### src/rtl/ir_cap_pkg.sv
`timescale 1ns/1ps
package ir_cap_pkg;
    localparam int DW = 32;
    localparam int AW = 6;

    localparam logic [AW-1:0] A_RATE = 6'h10;
    localparam logic [AW-1:0] A_STAT = 6'h18;
    localparam logic [AW-1:0] A_CTRL = 6'h1C;
    localparam logic [AW-1:0] A_MODE = 6'h20;

    localparam int NHOLD = 5;
    localparam logic [AW-1:0] HOLD_ADDR [NHOLD] = '{6'h00, 6'h04, 6'h08, 6'h0C, 6'h14};

    localparam int B_SRST  = 0;
    localparam int B_SEL   = 2;
    localparam int B_LMODE = 7;
    localparam int B_EN    = 15;
    localparam int B_IVL   = 16;
    localparam int B_LVL   = 8;

    typedef enum logic [1:0] {S_OFF, S_ARMED, S_MEASURE} cap_state_e;

    typedef enum logic [1:0] {
        SEL_DECODER = 2'd0,
        SEL_BOTH    = 2'd1,
        SEL_FALL    = 2'd2,
        SEL_RISE    = 2'd3
    } edge_sel_e;
endpackage

### src/rtl/ir_sync_edge.sv
`timescale 1ns/1ps
module ir_sync_edge #(
    parameter int STAGES = 2
) (
    input  logic clk,
    input  logic rst_n,
    input  logic ir_i,
    output logic lvl_o,
    output logic rise_o,
    output logic fall_o
);
    logic [STAGES-1:0] sh_q;
    logic              prev_q;

    always_ff @(posedge clk or negedge rst_n) begin
        if (!rst_n) begin
            sh_q   <= '0;
            prev_q <= 1'b0;
        end else begin
            sh_q   <= {sh_q[STAGES-2:0], ir_i};
            prev_q <= sh_q[STAGES-1];
        end
    end

    assign lvl_o  = sh_q[STAGES-1];
    assign rise_o = lvl_o & ~prev_q;
    assign fall_o = ~lvl_o & prev_q;
endmodule

### src/rtl/ir_prescaler.sv
`timescale 1ns/1ps
module ir_prescaler #(
    parameter int RATE_W = 12
) (
    input  logic              clk,
    input  logic              rst_n,
    input  logic              run_i,
    input  logic              restart_i,
    input  logic [RATE_W-1:0] rate_i,
    output logic              tick_o
);
    logic [RATE_W-1:0] pc_q;

    assign tick_o = run_i && (pc_q >= rate_i);

    always_ff @(posedge clk or negedge rst_n) begin
        if (!rst_n)                               pc_q <= '0;
        else if (!run_i || restart_i || tick_o)   pc_q <= '0;
        else                                      pc_q <= pc_q + 1'b1;
    end

    // a tick always starts a fresh period of rate+1 cycles
    p_tick_spacing_r2: assert property (@(posedge clk) disable iff (!rst_n)
        (tick_o && rate_i != '0) |=> (!tick_o || rate_i == '0));
endmodule

### src/rtl/ir_interval_fsm.sv
`timescale 1ns/1ps
module ir_interval_fsm
    import ir_cap_pkg::*;
#(
    parameter int CNT_W = 13
) (
    input  logic             clk,
    input  logic             rst_n,
    input  logic             en_i,
    input  logic             srst_i,
    input  logic [1:0]       sel_i,
    input  logic             rise_i,
    input  logic             fall_i,
    input  logic             tick_i,
    output logic             run_o,
    output logic             restart_o,
    output logic [CNT_W-1:0] lat_o,
    output logic             irq_o
);
    localparam logic [CNT_W-1:0] CNT_MAX = '1;

    cap_state_e       state_q, state_d;
    logic [CNT_W-1:0] cnt_q;
    logic [CNT_W:0]   sum;
    logic [CNT_W-1:0] sat;
    logic             qual, live;

    always_comb begin
        unique case (edge_sel_e'(sel_i))
            SEL_BOTH:    qual = rise_i | fall_i;
            SEL_FALL:    qual = fall_i;
            SEL_RISE:    qual = rise_i;
            default:     qual = 1'b0;
        endcase
    end

    assign live      = en_i && !srst_i;
    assign restart_o = live && qual;
    assign run_o     = (state_q == S_MEASURE);
    assign sum       = {1'b0, cnt_q} + {{CNT_W{1'b0}}, tick_i};
    assign sat       = sum[CNT_W] ? CNT_MAX : sum[CNT_W-1:0];

    // next-state logic
    always_comb begin
        state_d = state_q;
        unique case (state_q)
            S_OFF:     if (live) state_d = S_ARMED;
            S_ARMED:   if (!live) state_d = S_OFF;
                       else if (qual) state_d = S_MEASURE;
            S_MEASURE: if (!live) state_d = S_OFF;
            default:   state_d = S_OFF;
        endcase
    end

    always_ff @(posedge clk or negedge rst_n) begin
        if (!rst_n) state_q <= S_OFF;
        else        state_q <= state_d;
    end

    // datapath and outputs per state
    always_ff @(posedge clk or negedge rst_n) begin
        if (!rst_n) begin
            cnt_q <= '0;
            lat_o <= '0;
            irq_o <= 1'b0;
        end else if (srst_i) begin
            cnt_q <= '0;
            lat_o <= '0;
            irq_o <= 1'b0;
        end else begin
            unique case (state_q)
                S_OFF: begin
                    cnt_q <= '0;
                    irq_o <= 1'b0;
                end
                S_ARMED: begin
                    if (en_i && qual) begin
                        lat_o <= CNT_MAX;
                        cnt_q <= '0;
                        irq_o <= 1'b1;
                    end else begin
                        irq_o <= 1'b0;
                    end
                end
                S_MEASURE: begin
                    if (en_i && qual) begin
                        lat_o <= sat;
                        cnt_q <= '0;
                        irq_o <= 1'b1;
                    end else begin
                        irq_o <= 1'b0;
                        if (tick_i && cnt_q != CNT_MAX) cnt_q <= cnt_q + 1'b1;
                    end
                end
                default: begin
                    cnt_q <= '0;
                    irq_o <= 1'b0;
                end
            endcase
        end
    end

    // disabled receiver stays silent
    p_off_quiet_r7: assert property (@(posedge clk) disable iff (!rst_n)
        !en_i |=> !irq_o);
    // an interrupt is never produced out of OFF
    p_irq_not_off_r12: assert property (@(posedge clk) disable iff (!rst_n)
        irq_o |-> $past(state_q != S_OFF));
    // soft reset clears the latch
    p_srst_clear_r8: assert property (@(posedge clk) disable iff (!rst_n)
        srst_i |=> (lat_o == '0 && !irq_o));
    // saturated count does not wrap
    p_sat_hold_r3: assert property (@(posedge clk) disable iff (!rst_n)
        (state_q == S_MEASURE && cnt_q == CNT_MAX && live && !qual) |=> cnt_q == CNT_MAX);
endmodule

### src/rtl/ir_edge_capture.sv
`timescale 1ns/1ps
module ir_edge_capture
    import ir_cap_pkg::*;
#(
    parameter int RATE_W      = 12,
    parameter int CNT_W       = 13,
    parameter int RATE_RST    = 19,
    parameter int SYNC_STAGES = 2,
    parameter int MODE_W      = 4
) (
    input  logic          clk,
    input  logic          rst_n,
    input  logic          bus_we,
    input  logic [AW-1:0] bus_addr,
    input  logic [DW-1:0] bus_wdata,
    output logic [DW-1:0] bus_rdata,
    input  logic          ir_in,
    output logic          irq
);
    logic [RATE_W-1:0] rate_q;
    logic              srst_q, en_q;
    logic [1:0]        sel_q, lmode_q;
    logic [MODE_W-1:0] mode_q;
    logic [DW-1:0]     hold_q [NHOLD];

    logic              lvl, rise, fall, tick, run, restart;
    logic [CNT_W-1:0]  lat;

    always_ff @(posedge clk or negedge rst_n) begin
        if (!rst_n) begin
            rate_q  <= RATE_W'(RATE_RST);
            srst_q  <= 1'b0;
            sel_q   <= 2'd0;
            lmode_q <= 2'd0;
            en_q    <= 1'b0;
            mode_q  <= '0;
        end else if (bus_we) begin
            case (bus_addr)
                A_RATE: rate_q <= bus_wdata[RATE_W-1:0];
                A_CTRL: begin
                    srst_q  <= bus_wdata[B_SRST];
                    sel_q   <= bus_wdata[B_SEL +: 2];
                    lmode_q <= bus_wdata[B_LMODE +: 2];
                    en_q    <= bus_wdata[B_EN];
                end
                A_MODE: mode_q <= bus_wdata[MODE_W-1:0];
                default: ;
            endcase
        end
    end

    for (genvar g = 0; g < NHOLD; g++) begin : g_hold
        always_ff @(posedge clk or negedge rst_n) begin
            if (!rst_n)                                   hold_q[g] <= '0;
            else if (bus_we && bus_addr == HOLD_ADDR[g])  hold_q[g] <= bus_wdata;
        end
    end

    always_comb begin
        bus_rdata = '0;
        for (int i = 0; i < NHOLD; i++)
            if (bus_addr == HOLD_ADDR[i]) bus_rdata = hold_q[i];
        case (bus_addr)
            A_RATE: bus_rdata[RATE_W-1:0] = rate_q;
            A_STAT: bus_rdata[B_LVL] = lvl;
            A_CTRL: begin
                bus_rdata[B_SRST]          = srst_q;
                bus_rdata[B_SEL +: 2]      = sel_q;
                bus_rdata[B_LMODE +: 2]    = lmode_q;
                bus_rdata[B_EN]            = en_q;
                bus_rdata[B_IVL +: CNT_W]  = lat;
            end
            A_MODE: bus_rdata[MODE_W-1:0] = mode_q;
            default: ;
        endcase
    end

    ir_sync_edge #(.STAGES(SYNC_STAGES)) u_sync (
        .clk(clk), .rst_n(rst_n), .ir_i(ir_in),
        .lvl_o(lvl), .rise_o(rise), .fall_o(fall)
    );

    ir_prescaler #(.RATE_W(RATE_W)) u_pre (
        .clk(clk), .rst_n(rst_n), .run_i(run), .restart_i(restart),
        .rate_i(rate_q), .tick_o(tick)
    );

    ir_interval_fsm #(.CNT_W(CNT_W)) u_fsm (
        .clk(clk), .rst_n(rst_n), .en_i(en_q), .srst_i(srst_q),
        .sel_i(sel_q), .rise_i(rise), .fall_i(fall), .tick_i(tick),
        .run_o(run), .restart_o(restart), .lat_o(lat), .irq_o(irq)
    );

    // configuration holds without a write
    p_rate_hold_r10: assert property (@(posedge clk) disable iff (!rst_n)
        !bus_we |=> $stable(rate_q));
endmodule

### config.mk
export PLATFORM = sky130hd
export DESIGN_NAME = ir_edge_capture
export DESIGN_NICKNAME = d
export VERILOG_FILES = /design/src/rtl/ir_cap_pkg.sv /design/src/rtl/ir_sync_edge.sv /design/src/rtl/ir_prescaler.sv /design/src/rtl/ir_interval_fsm.sv /design/src/rtl/ir_edge_capture.sv
export SDC_FILE = /design/constraint.sdc
export NUM_CORES = 1
export LEC_CHECK = 0
export ABC_AREA = 1
export ABC_CLOCK_PERIOD_IN_PS = 4170
export CORE_ASPECT_RATIO = 0.75
export CORE_MARGIN = 3
export CORE_UTILIZATION = 48
export CTS_CLUSTER_DIAMETER = 40
export DETAILED_ROUTE_END_ITERATION = 10
export PLACE_DENSITY = 0.67
export SYNTH_ARGS = -nofsm -noshare
export SYNTH_HDL_FRONTEND = slang
export SYNTH_SLANG_ARGS = --single-unit
### constraint.sdc
create_clock -name clk -period 4.17 [get_ports clk]
set_clock_uncertainty 0.2 [all_clocks]
set_input_delay 0.834 -clock clk [delete_from_list [all_inputs] [get_ports clk]]
set_output_delay 0.834 -clock clk [all_outputs]
set_load 0.01 [all_outputs]
==> results.toml <==
[outcome]
status = "finished, final reports clean"

[job]
cap_violations = 0

[logic_synthesis]
netlist_area_um2 = 10700
ys_async_sr_fraction_pct = 100
syn_nets = 1379
seq_area_frac_synth_pct = 52.9
ys_types = 34
syn_inst = 1316
avgSynthCellArea_um2 = 8.13
synth_top_flop_cell = "dfrtp_1"
ys_seq_elements = 226
synth-edff-count = 0
yosys_warnings = 0

[die]
die_h_um = 135
rows = 46
ios = 75
die_area_um2 = 24100
fp.dieW_um = 178
initial_utilization_pct = 49.7
core_area_um2 = 21500

[sta]
drv_slew = 0
tns_ps = 0
fin_crit_ps = 4050
finalHoldWorstSlack_ps = 47.3
hold_violations = 0
setup_viol = 0
relSlewSlack_pct = 57.9
finalCritPeriodShare_pct = 97.2
max_clock_freq_ghz = 0.247
tightest_slew_ps = 630
rsz0062_at_grt = "no"

[setup_path]
critPathMaxFanout = 33
r2r_end = "u_fsm.lat_o[8]"
required_ps = 3140
start_kind = "input pin"
arrival_ps = 3020
crit_type = "input pin to output pin"
endpoint_kind = "output pin"
r2r_start = "rate_q[11]"
r2r_slack_ps = 840
rr_worst_depth = 16

[grt]
grt_pass1_wl_mm = 45.6
grt_usage_pct = 23.3
antenna_found_initial = 0
grt_max_degree = 92
grt_pass1_vias = 8584
grt_remaining_overflow = 0

[layout]
antenna_cells = 0
final_cells = 1691
final_nets = 1442
final_cell_mix = "439 x nand2_1, 223 x dfrtp_1, 192 x o21ai_0"
utilization_pct = 59.4
drive_gt1_share_pct = 7.13
final_common_cell = "nand2_1"
fill_cells = 1929
syn_to_final_growth_pct = 19.5

[min_path]
hold_class = "input pin to asynchronous set/reset pin"

[power_and_ir_drop]
power_density_nw_per_um2 = 472
p_switching_mw = 1.75
seq_power_share_pct = 44.5
p_leak_nw = 6.01
sw_frac_of_total_pct = 29.0
pwr-share-clk_pct = 43.3
total_power_mw = 6.04
peakVddDrop_uv = 366
combPwrFrac_pct = 12.1
p_int_mw = 4.29

[cts]
clock_sinks = 226
cts.path.max_buffers = 3
path_clk_slew_ps = 60
ctsResizeCount = 0
root_buffer = "clkbuf_16"
cts_tree = "done"
cts_setup_buffers = 0
ctsHoldBuffers = 0
htreeDepth = 1
clock_latency_ps = 550
cts_buffers = 30

[detailed_routing]
wl_per_cell_um = 16.1
num_vias = 8937
postRouteAntennaNets = 0
drt-initial-drc-count = 767
route.detailed.drc = 0
firstDrtPassIters = 5
vias_per_cell = 5.29
wl_mm = 27.3

[place]
place_inst = 1635
dpl.hpwl_mm = 18.1
io_buffers = 74
routabilityCongestion = 0.903
-- power by group through the flow --
stage / clock (mW) / sequential, mW / combinational (mW)
6_report: 2.62 / 2.69 / 0.733
3_5_place_dp: 0 / 2.72 / 0.733
3_3_place_gp: 0 / 2.72 / 0.704
5_1_grt: 2.76 / 2.73 / 0.856
2_1_floorplan: 0 / 2.66 / 0.525
4_1_cts: 2.66 / 2.69 / 0.739
-- per-stage QoR --
stage               setup WS [ps]  area (µm²)
finish                        117       12800
floorplan                    1310       10700
global route                 4.94       12800
detailed placement            181       11700
CTS                           173       12800
global placement              168       11700
-- worst max-delay path, stage by stage --
cell,delay (ps)
clkdlybuf4s50_1,520
nor2_1,250
nand3_1,120
clkinv_1,100
buf_12,210
nand2_1,90
nand2_1,70
a21oi_1,40
nand4_1,190
clkdlybuf4s50_1,580
-- area by class of cell --
class	count	area, µm²	area share (%)
clock buffer	31	776	6.07
clock inverter	25	265	2.08
inverter	117	439	3.44
multi-input combinational	910	4300	33.6
sequential	226	5660	44.3
tap	288	360	2.82
timing repair buffer	94	983	7.69
-- synth_stat cells (all sizes together), types with 2 or more instances --
cell	n	area [µm²]
nand2	450	1720
o21ai	225	1130
dfrtp	223	5580
inv	114	428
nand3	50	260
nor2	44	170
a21oi	43	215
buf	39	209
nand4	32	200
clkbuf	24	91.3
ha	21	263
xor2	14	123
nor3	11	55.1
nor4	5	46.3
xnor2	5	43.8
clkinv	3	11.3
dfstp	3	78.8
o2111ai	2	17.5
o21bai	2	15.0
o22ai	2	12.5
or2	2	12.5
-- sequential cells by signal (all words and copies together), names as in the netlist --
name           cells
lmode_q            2
u_fsm.lat_o       13
u_fsm.cnt_q       13
u_fsm.state_q      2
sel_q              2
en_q               1
u_pre.pc_q        12
u_sync.sh_q        2
u_fsm.irq_o        1
srst_q             1
rate_q            12
hold_q           160
u_sync.prev_q      1
mode_q             4
-- worst max path at each step --
| stage | endpoint | cells past startpoint | slack (ps) | startpoint |
|---|---|---|---|---|
| 4_1_cts | bus_rdata[17] | 10 | 170 | bus_addr[0] |
| 6_report | bus_rdata[2] | 10 | 120 | bus_addr[5] |
| 2_1_floorplan | bus_rdata[10] | 8 | 1310 | bus_addr[0] |
| 3_5_place_dp | bus_rdata[1] | 10 | 180 | bus_addr[0] |
| 5_1_grt | bus_rdata[24] | 10 | 5 | bus_addr[1] |
| 3_3_place_gp | bus_rdata[17] | 9 | 170 | bus_addr[2] |
-- logic make-up (layout without fill, tap and decap cells) --
logic type,Yosys count,count (layout),synth area share [%]
adders and majority gates,21,21,2.46
muxes,1,1,0.0936
AOI/OAI and AO/OA,275,275,13.0
xor gates and xnor gates,19,19,1.56
DFF,226,226,52.9
and+or+nand+nor,594,594,23.1
buffers and inverters,180,267,6.91
-- routing by layer --
metal	track usage, %	part of all wire (%)	routed length, µm
met4	4.02	1.2	334
met2	35.7	44	12000
met1	35.7	50	13500
met3	3.73	5.1	1400
met5	0	0	0
(Power assumes the default switching activity.)
